### src/rtl/dat_rdy_pkg.sv
package dat_rdy_pkg;

    typedef enum logic [2:0] {
        ST_READY,
        ST_WR_XFER,
        ST_WR_GUARD,
        ST_WR_BUSY,
        ST_WR_FREE,
        ST_RD_SINGLE,
        ST_RD_COUNT,
        ST_RD_OPEN
    } trk_state_e;

    localparam logic [1:0] RD_SINGLE  = 2'b00;
    localparam logic [1:0] RD_COUNTED = 2'b01;

    typedef struct packed {
        trk_state_e st;
        logic       nb;
    } trk_reg_t;

endpackage

### src/rtl/dat_guard_timer.sv
module dat_guard_timer #(
    parameter int GUARD_BITS = 2
) (
    input  logic clk,
    input  logic rst_n,
    input  logic clr,
    input  logic tick,
    output logic last
);
    localparam int GW = (GUARD_BITS < 2) ? 1 : $clog2(GUARD_BITS + 1);

    logic [GW-1:0] cnt_d, cnt_q;

    assign last = (cnt_q == GW'(GUARD_BITS - 1));

    always_comb begin
        cnt_d = cnt_q;
        if (clr) begin
            cnt_d = '0;
        end else if (tick) begin
            cnt_d = last ? '0 : cnt_q + 1'b1;
        end
    end

    always_ff @(posedge clk or negedge rst_n) begin
        if (!rst_n) cnt_q <= '0;
        else        cnt_q <= cnt_d;
    end

    // the guard count never runs past its last value
    p_guard_range_r4: assert property (@(posedge clk) disable iff (!rst_n)
        cnt_q <= GW'(GUARD_BITS - 1));

endmodule

### src/rtl/dat_blk_counter.sv
module dat_blk_counter #(
    parameter int CNT_W = 4
) (
    input  logic             clk,
    input  logic             rst_n,
    input  logic             load,
    input  logic [CNT_W-1:0] load_val,
    input  logic             dec,
    output logic             last
);
    logic [CNT_W-1:0] cnt_d, cnt_q;

    // A count of one or zero means the next block end is the final one
    assign last = (cnt_q <= CNT_W'(1));

    always_comb begin
        cnt_d = cnt_q;
        if (load) begin
            cnt_d = load_val;
        end else if (dec && cnt_q != '0) begin
            cnt_d = cnt_q - 1'b1;
        end
    end

    always_ff @(posedge clk or negedge rst_n) begin
        if (!rst_n) cnt_q <= '0;
        else        cnt_q <= cnt_d;
    end

    // the remaining count saturates at zero and never wraps
    p_no_underflow_r8: assert property (@(posedge clk) disable iff (!rst_n)
        (dec && !load && cnt_q == '0) |=> (cnt_q == '0));

endmodule

### src/rtl/dat_ready_tracker.sv
module dat_ready_tracker
    import dat_rdy_pkg::*;
#(
    parameter int GUARD_BITS = 2,
    parameter int CNT_W      = 4
) (
    input  logic             clk,
    input  logic             rst_n,
    input  logic             rsp_end,
    input  logic             rsp_has_data,
    input  logic             xfer_wr,
    input  logic [1:0]       rd_mode,
    input  logic [CNT_W-1:0] blk_count,
    input  logic             blk_end,
    input  logic             stop_end,
    input  logic             crc_tok_end,
    input  logic             bit_tick,
    input  logic             dat0,
    output logic             not_busy
);
    trk_reg_t r_d, r_q;
    logic     data_rsp;
    logic     guard_clr, guard_tick, guard_last;
    logic     cnt_dec, cnt_last;

    assign data_rsp   = rsp_end && rsp_has_data;
    assign guard_clr  = crc_tok_end &&
                        (r_q.st == ST_WR_XFER || r_q.st == ST_WR_FREE);
    assign guard_tick = bit_tick && (r_q.st == ST_WR_GUARD);
    assign cnt_dec    = blk_end && (r_q.st == ST_RD_COUNT);

    dat_guard_timer #(.GUARD_BITS(GUARD_BITS)) guard_i (
        .clk   (clk),
        .rst_n (rst_n),
        .clr   (guard_clr),
        .tick  (guard_tick),
        .last  (guard_last)
    );

    dat_blk_counter #(.CNT_W(CNT_W)) blkcnt_i (
        .clk      (clk),
        .rst_n    (rst_n),
        .load     (data_rsp),
        .load_val (blk_count),
        .dec      (cnt_dec),
        .last     (cnt_last)
    );

    always_comb begin
        r_d = r_q;
        unique case (r_q.st)
            ST_WR_XFER:   if (crc_tok_end) r_d.st = ST_WR_GUARD;
            ST_WR_GUARD:  if (bit_tick && guard_last) r_d.st = ST_WR_BUSY;
            ST_WR_BUSY:   if (bit_tick && dat0) begin
                              r_d.st = ST_WR_FREE;
                              r_d.nb = 1'b1;
                          end
            ST_WR_FREE:   if (crc_tok_end) begin
                              r_d.st = ST_WR_GUARD;
                              r_d.nb = 1'b0;
                          end
            ST_RD_SINGLE: if (blk_end) begin
                              r_d.st = ST_READY;
                              r_d.nb = 1'b1;
                          end
            ST_RD_COUNT:  if (blk_end && cnt_last) begin
                              r_d.st = ST_READY;
                              r_d.nb = 1'b1;
                          end
            ST_RD_OPEN:   if (stop_end) begin
                              r_d.st = ST_READY;
                              r_d.nb = 1'b1;
                          end
            default:      ;
        endcase
        // A data response opens a new transfer and overrides everything else
        if (data_rsp) begin
            r_d.nb = 1'b0;
            if (xfer_wr)                    r_d.st = ST_WR_XFER;
            else if (rd_mode == RD_SINGLE)  r_d.st = ST_RD_SINGLE;
            else if (rd_mode == RD_COUNTED) r_d.st = ST_RD_COUNT;
            else                            r_d.st = ST_RD_OPEN;
        end
    end

    always_ff @(posedge clk or negedge rst_n) begin
        if (!rst_n) begin
            r_q.st <= ST_READY;
            r_q.nb <= 1'b1;
        end else begin
            r_q <= r_d;
        end
    end

    assign not_busy = r_q.nb;

    // a data response always clears the flag
    p_rsp_clears_r2: assert property (@(posedge clk) disable iff (!rst_n)
        data_rsp |=> !not_busy);

    // a non-data response on its own does not move the flag
    p_nodata_hold_r3: assert property (@(posedge clk) disable iff (!rst_n)
        (rsp_end && !rsp_has_data && !blk_end && !stop_end && !crc_tok_end && !bit_tick)
        |=> $stable(not_busy));

    // the flag only rises from the busy wait on a high sampled DAT0
    p_release_r4: assert property (@(posedge clk) disable iff (!rst_n)
        (r_q.st == ST_WR_BUSY && bit_tick && dat0 && !data_rsp) |=> not_busy);

    // without a bit tick the write path never raises the flag
    p_no_tick_hold_r5: assert property (@(posedge clk) disable iff (!rst_n)
        (r_q.st == ST_WR_BUSY && !bit_tick) |=> !not_busy);

    // a single-block read is done at its block end
    p_single_r7: assert property (@(posedge clk) disable iff (!rst_n)
        (r_q.st == ST_RD_SINGLE && blk_end && !data_rsp) |=> not_busy);

    // earlier blocks of a counted read keep the flag low
    p_count_early_r8: assert property (@(posedge clk) disable iff (!rst_n)
        (r_q.st == ST_RD_COUNT && blk_end && !cnt_last) |=> !not_busy);

    // the stop command ends an open-ended read
    p_stop_r9: assert property (@(posedge clk) disable iff (!rst_n)
        (r_q.st == ST_RD_OPEN && stop_end && !data_rsp) |=> not_busy);

endmodule

### config.mk
export PLATFORM = sky130hd
export DESIGN_NAME = dat_ready_tracker
export DESIGN_NICKNAME = d
export VERILOG_FILES = /design/src/rtl/dat_rdy_pkg.sv /design/src/rtl/dat_guard_timer.sv /design/src/rtl/dat_blk_counter.sv /design/src/rtl/dat_ready_tracker.sv
export SDC_FILE = /design/constraint.sdc
export NUM_CORES = 1
export LEC_CHECK = 0
export BUFFER_PORTS_ARGS = -buffer_cell sky130_fd_sc_hd__buf_2
export CAP_MARGIN = 20
export CORE_MARGIN = 8
export CORE_UTILIZATION = 48
export DETAILED_ROUTE_END_ITERATION = 7
export GPL_TIMING_DRIVEN = 0
export PLACE_DENSITY = 0.75
export SLEW_MARGIN = 10
export SYNTH_ARGS = -nofsm -noshare
export SYNTH_HDL_FRONTEND = slang
export SYNTH_SLANG_ARGS = --single-unit
### constraint.sdc
create_clock -name clk -period 1.8 [get_ports clk]
set_input_delay 0.18 -clock clk [delete_from_list [all_inputs] [get_ports clk]]
set_output_delay 0.18 -clock clk [all_outputs]
set_load 0.03 [all_outputs]
### Word level (Yosys, flattened, before mapping)

Cells that the tools add are included.

| word-level totals | value |
|---|---|
| logic and storage cells | 58 |
| register bits after elaboration | 10 |

| operators by class | value |
|---|---|
| $lt $le $gt $ge | 1 |
| muxes and demuxes | 18 |
| reduce and logical (&&, ||, !) cells | 17 |
| add/subtract/negate cells | 2 |
| equality and inequality tests | 16 |

Operators by type and width:

| cell | count |
|---|---|
| 4-bit two-way mux | 8 |
| 3-bit case mux with 7 select lines | 1 |
| 3-bit by 2-bit != test with 1-bit output (second input constant) | 5 |
| 3-bit equality test (second input constant) | 4 |
| 3-bit two-way mux | 3 |
| 1-bit logical AND | 8 |
| 2-bit two-way mux | 4 |
| 8-bit AND reduction | 1 |
| 8-bit nonzero test | 1 |
| 3-bit by 2-bit equality test with 1-bit output (second input constant) | 2 |
| 3-bit by 1-bit != test with 1-bit output (second input constant) | 2 |
| 6-bit AND reduction | 1 |
| 6-bit nonzero test | 1 |
| 1-bit case mux with 5 select lines | 1 |
| 2-bit by 1-bit equality test with 1-bit output (second input constant) | 2 |
| 4-bit by 1-bit <= comparator with 1-bit output (second input constant) | 1 |
| 2-bit nonzero test | 2 |
| 4-bit nonzero test | 1 |
| 4-bit by 1-bit subtractor with 4-bit output (second input constant) | 1 |
| 3-bit by 1-bit equality test with 1-bit output (second input constant) | 1 |
| 2-bit by 1-bit adder with 2-bit output (second input constant) | 1 |
| 2-bit zero test | 1 |
| 1-bit logical OR | 1 |
| 1-bit two-way mux | 1 |

### Logic depth before layout (Yosys ltp)

| logic depth | value |
|---|---|
| word-level depth | 5 |
| depth in mapped cells | 6 |

### By module

A second synthesis with hierarchy kept.

| unflattened totals | value |
|---|---|
| cell total of the unflattened synthesis | 91 |
| area total of the unflattened synthesis | 799.5 µm² |

Modules (own cells, without submodules):

| module | instances | sequential area each (µm²) | cells an instance | area each (µm²) |
|---|---|---|---|---|
| dat_ready_tracker | 1 | 101.3 | 51 | 425.4 |
| dat_blk_counter | 1 | 100.1 | 33 | 294.0 |
| dat_guard_timer | 1 | 50.0 | 7 | 80.1 |

### Worst setup path after synthesis

OpenSTA, ideal clock, no wires.

| path | value |
|---|---|
| path kind | reg-to-reg |
| start | register r_q[1] in the netlist's numbering |
| end | register r_q[2] in the netlist's numbering |
| stages on the path, launching flop included | 5 |
| path slack | 247 ps |
| library setup time | 137 ps |
| arrival time | 1,416 ps |
| path through | dfrtp_1 or4b_1 o221ai_2 a31o_1 o311ai_1 |

| on the way | value |
|---|---|
| word-level cells in the longest chain between the ends | 3 |

RTL lines:

| what | RTL line | text |
|---|---|---|
| from (decl) | dat_ready_tracker.sv:21 | `trk_reg_t r_d, r_q;` |
| from (signal assigned) | dat_ready_tracker.sv:91 | `r_q <= r_d;` |
| 3-bit by 1-bit equality test with 1-bit output (tied with other cells) | dat_ready_tracker.sv:51 | `unique case (r_q.st)` |
| 8-bit nonzero test (no line) (tied with other cells) | -- |  |
| 8-bit AND reduction (no line) or 4-bit two-way mux (tied branches) | -- |  |

Parallel ways exist; a longest one is shown, timed or not.
A chain may end at the register's enable or synchronous reset.

### Worst setup path after layout

Same ends and word-level chain as after synthesis.

==> load_flow_metrics.sql <==
INSERT INTO impl_metrics (metric_group, metric, value, unit) VALUES
('status', 'status', 'finished, final reports clean', ''),
('logic_synthesis', 'synth_top_area_cell', 'dfrtp_1', ''),
('global_routing', 'grt_pass1_vias', '730', ''),
('timing', 'setup_slack', '0.1066', 'ns'),
('setup_path', 'worst-endpoint-required', '1.94', 'ns'),
('setup_path', 'critPathMaxStageDelay', '0.56', 'ns'),
('setup_path', 'worst-endpoint-arrival', '1.83', 'ns'),
('floorplan', 'pin_count', '17', ''),
('routing', 'detail_route.wl_per_cell', '14.16', 'um'),
('floorplan', 'die_w', '54.95', 'um'),
('timing', 'final_min_period_over_clock_period', '0.9408', ''),
('flow_run', 'timing.max_cap.violations', '0', ''),
('final_layout', 'proportion_of_layout_cells_with_a_drive_suffix_above_1', '0.2453', ''),
('place', 'pre_cts_slack', '0.1425', 'ns'),
('min_path', 'hold_path.class', 'in -> reg', ''),
('timing', 'worst-slew-pin-transition', '0.3511', 'ns'),
('routing', 'viasPerCell', '5.820', ''),
('global_routing', 'grt_antenna_before_repair', '0', ''),
('timing', 'fmax', '590.5', 'MHz'),
('logic_synthesis', 'seq_area_frac_synth', '0.3454', ''),
('timing', 'max-slew-margin-rel', '0.7627', ''),
('setup_path', 'worstSetupEndpointType', 'register', ''),
('logic_synthesis', 'synth-warning-count', '0', ''),
('clock_tree', 'cts.sinks', '10', ''),
('logic_synthesis', 'synth_top_area_frac', '0.3093', ''),
('setup_path', 'timing.critical_path.slowest_stage_cell', 'or4b_1', ''),
('power', 'pwr_density_cell', '1191', 'mW/mm^2'),
('place', 'postPlaceCellArea', '828.3', 'um^2'),
('logic_synthesis', 'synth-edff-count', '0', ''),
('power', 'design_power_total', '1041', 'uW'),
('clock_tree', 'cts_post_setup_buffers_inserted', '0', ''),
('routing', 'vias_after_detailed_routing', '710', ''),
('clock_tree', 'cts-buffers-inserted', '3', ''),
('logic_synthesis', 'netlist_top_cells_count', '9 x dfrtp_1, 9 x nor2_1, 7 x a21oi_1', ''),
('clock_tree', 'clock_transition_at_the_registers_of_the_reported_paths', '0.07', 'ns'),
('global_routing', 'grt_pass1_wl', '3.153', 'mm'),
('clock_tree', 'cts-hold-fix-buffers', '1', ''),
('floorplan', 'fp.coreArea', '0.001471', 'mm^2'),
('place', 'routabilityCongestion', '0.7960', ''),
('clock_tree', 'clk_path_buf_depth', '2', ''),
('timing', 'timing.final.max_slew_violations', '0', ''),
('floorplan', 'dieArea', '0.003020', 'mm^2'),
('timing', 'tns', '0', 'ns'),
('timing', 'hold_violations', '0', ''),
('clock_tree', 'clk_root_buffer_cell', 'clkbuf_4', ''),
('logic_synthesis', 'synth.avg_cell_area', '8.567', 'um^2'),
('logic_synthesis', 'ys_ff_latch', '10', ''),
('logic_synthesis', 'synthesis.instances', '85', ''),
('global_routing', 'globalRoute.totalOverflow', '0', ''),
('clock_tree', 'cts_tree', 'built', ''),
('logic_synthesis', 'synthDistinctLibCells', '38', ''),
('floorplan', 'rows', '14', ''),
('clock_tree', 'cts_max_level', '1', ''),
('logic_synthesis', 'asyncSetResetFlopFracSynth', '1.000', ''),
('logic_synthesis', 'mappedNetlistNets', '103', ''),
('floorplan', 'die_h', '54.95', 'um'),
('timing', 'finalHoldWorstSlack', '0.1110', 'ns'),
('setup_path', 'worst-setup-path-type', 'reg -> reg', ''),
('timing', 'finalSetupViolCount', '0', ''),
('place', 'detailedPlacementHpwl', '1.325', 'mm'),
('timing', 'grt_setup_unrepaired', 'no', ''),
('setup_path', 'startpoint_type_of_the_worst_setup_path', 'register', ''),
('place', 'place.port_buffers', '16', ''),
('setup_path', 'crit_chain', 'or4b_1 > o221ai_2 > a31o_1 > o311ai_1', ''),
('global_routing', 'grt_max_degree', '11', ''),
('min_path', 'hold_path.startpoint', 'blk_count[2]', ''),
('clock_tree', 'cts_resized', '0', ''),
('routing', 'wl', '1.728', 'mm'),
('setup_path', 'regToRegStartpoint', 'r_q[1]$_DFFE_PN0P_', ''),
('final_layout', 'area_growth_syn_to_layout', '20.10', '%'),
('power', 'power.ir.vdd_worst', '0.5901', 'mV');
## cells by family (layout without fill, tap and decap cells)
family / count (synthesis) / after routing / share of synthesized area
AND/OR/NAND/NOR: 34 / 34 / 0.2543
multiplexers: 3 / 3 / 0.04296
adder cells (fa/ha/maj): 2 / 2 / 0.03436
AO/OA/AOI/OAI: 26 / 26 / 0.2457
XOR/XNOR: 3 / 3 / 0.03609
buffers and inverters: 7 / 28 / 0.04123
flip-flops: 10 / 10 / 0.3454
## per-layer routing
| layer | part of all wire | vias up | track usage |
|---|---|---|---|
| met1 | 0.45 | 329 | 0.1753 |
| met2 | 0.49 | 20 | 0.2264 |
| met3 | 0.047 | 4 | 0.02941 |
| met5 | 0 | - | 0 |
| li1 | - | 357 | - |
| met4 | 0.017 | 0 | 0.04800 |
## cell usage in the layout, fill, tap and decap left out, types with 2 or more instances in the layout
| master | synthesis | routed |
|---|---|---|
| or3_1 | 2 | 2 |
| a211oi_1 | 2 | 2 |
| nor3_1 | 2 | 2 |
| nand2_1 | 6 | 6 |
| mux2i_1 | 2 | 2 |
| ha_1 | 2 | 2 |
| clkbuf_4 | 0 | 3 |
| xnor2_1 | 3 | 3 |
| dfrtp_1 | 9 | 9 |
| nand3_1 | 3 | 3 |
| nand2b_1 | 2 | 2 |
| nor3b_1 | 2 | 2 |
| inv_1 | 3 | 3 |
| a31oi_1 | 2 | 2 |
| buf_2 | 3 | 19 |
| nor2_1 | 9 | 9 |
| nand3b_1 | 2 | 2 |
| a21oi_1 | 7 | 7 |
| o21ai_0 | 4 | 4 |
## metrics by stage
stage          cells  utilization
6_report         122       0.5944
3_5_place_dp     117       0.5629
4_1_cts          122       0.5944
2_1_floorplan     85            -
3_3_place_gp     117       0.5629
5_1_grt          122       0.5944
## worst max-delay path: cells and delay by family, from the launching register on
| family | cells | cell delay (ns) |
|---|---|---|
| AO/OA/AOI/OAI | 3 | 0.55 |
| flip-flops | 1 | 0.45 |
| AND/OR/NAND/NOR | 1 | 0.56 |
## path summary, 6_finish.rpt
kind,endpoint,cells after the start
max in group asynchronous,not_busy$_DFFE_PN1P_,2
hold reg to reg,guard_i.cnt_q[1]$_DFFE_PN0P_,2
setup reg to reg,r_q[2]$_DFFE_PN0P_,4
hold / removal,blkcnt_i.cnt_q[2]$_DFFE_PN0P_,3
min in group asynchronous,r_q[3]$_DFFE_PN0P_,2
setup / recovery,r_q[2]$_DFFE_PN0P_,4
## area by class of cell
class / count / area [um^2]
fillers: 145 / 596.8
multi-input cells: 68 / 446.7
flip-flops and latches: 10 / 251.5
repair buffers: 17 / 90.09
clock buffers: 4 / 36.28
well taps: 16 / 20.02
plain buffers: 4 / 18.77
inverters: 3 / 11.26
## registers in the layout, indices dropped and copies added (netlist names)
name and count:
blkcnt_i.cnt_q 4, r_q 3, guard_i.cnt_q 2, not_busy 1
## power breakdown
group | internal [uW] | switching [uW] | total, uW
Clock | 123 | 86.6 | 210
Combinational | 208 | 256 | 464
Sequential | 295 | 72.7 | 367
Total | 626 | 416 | 1040
Note: power is estimated with default switching activity, not from simulation.
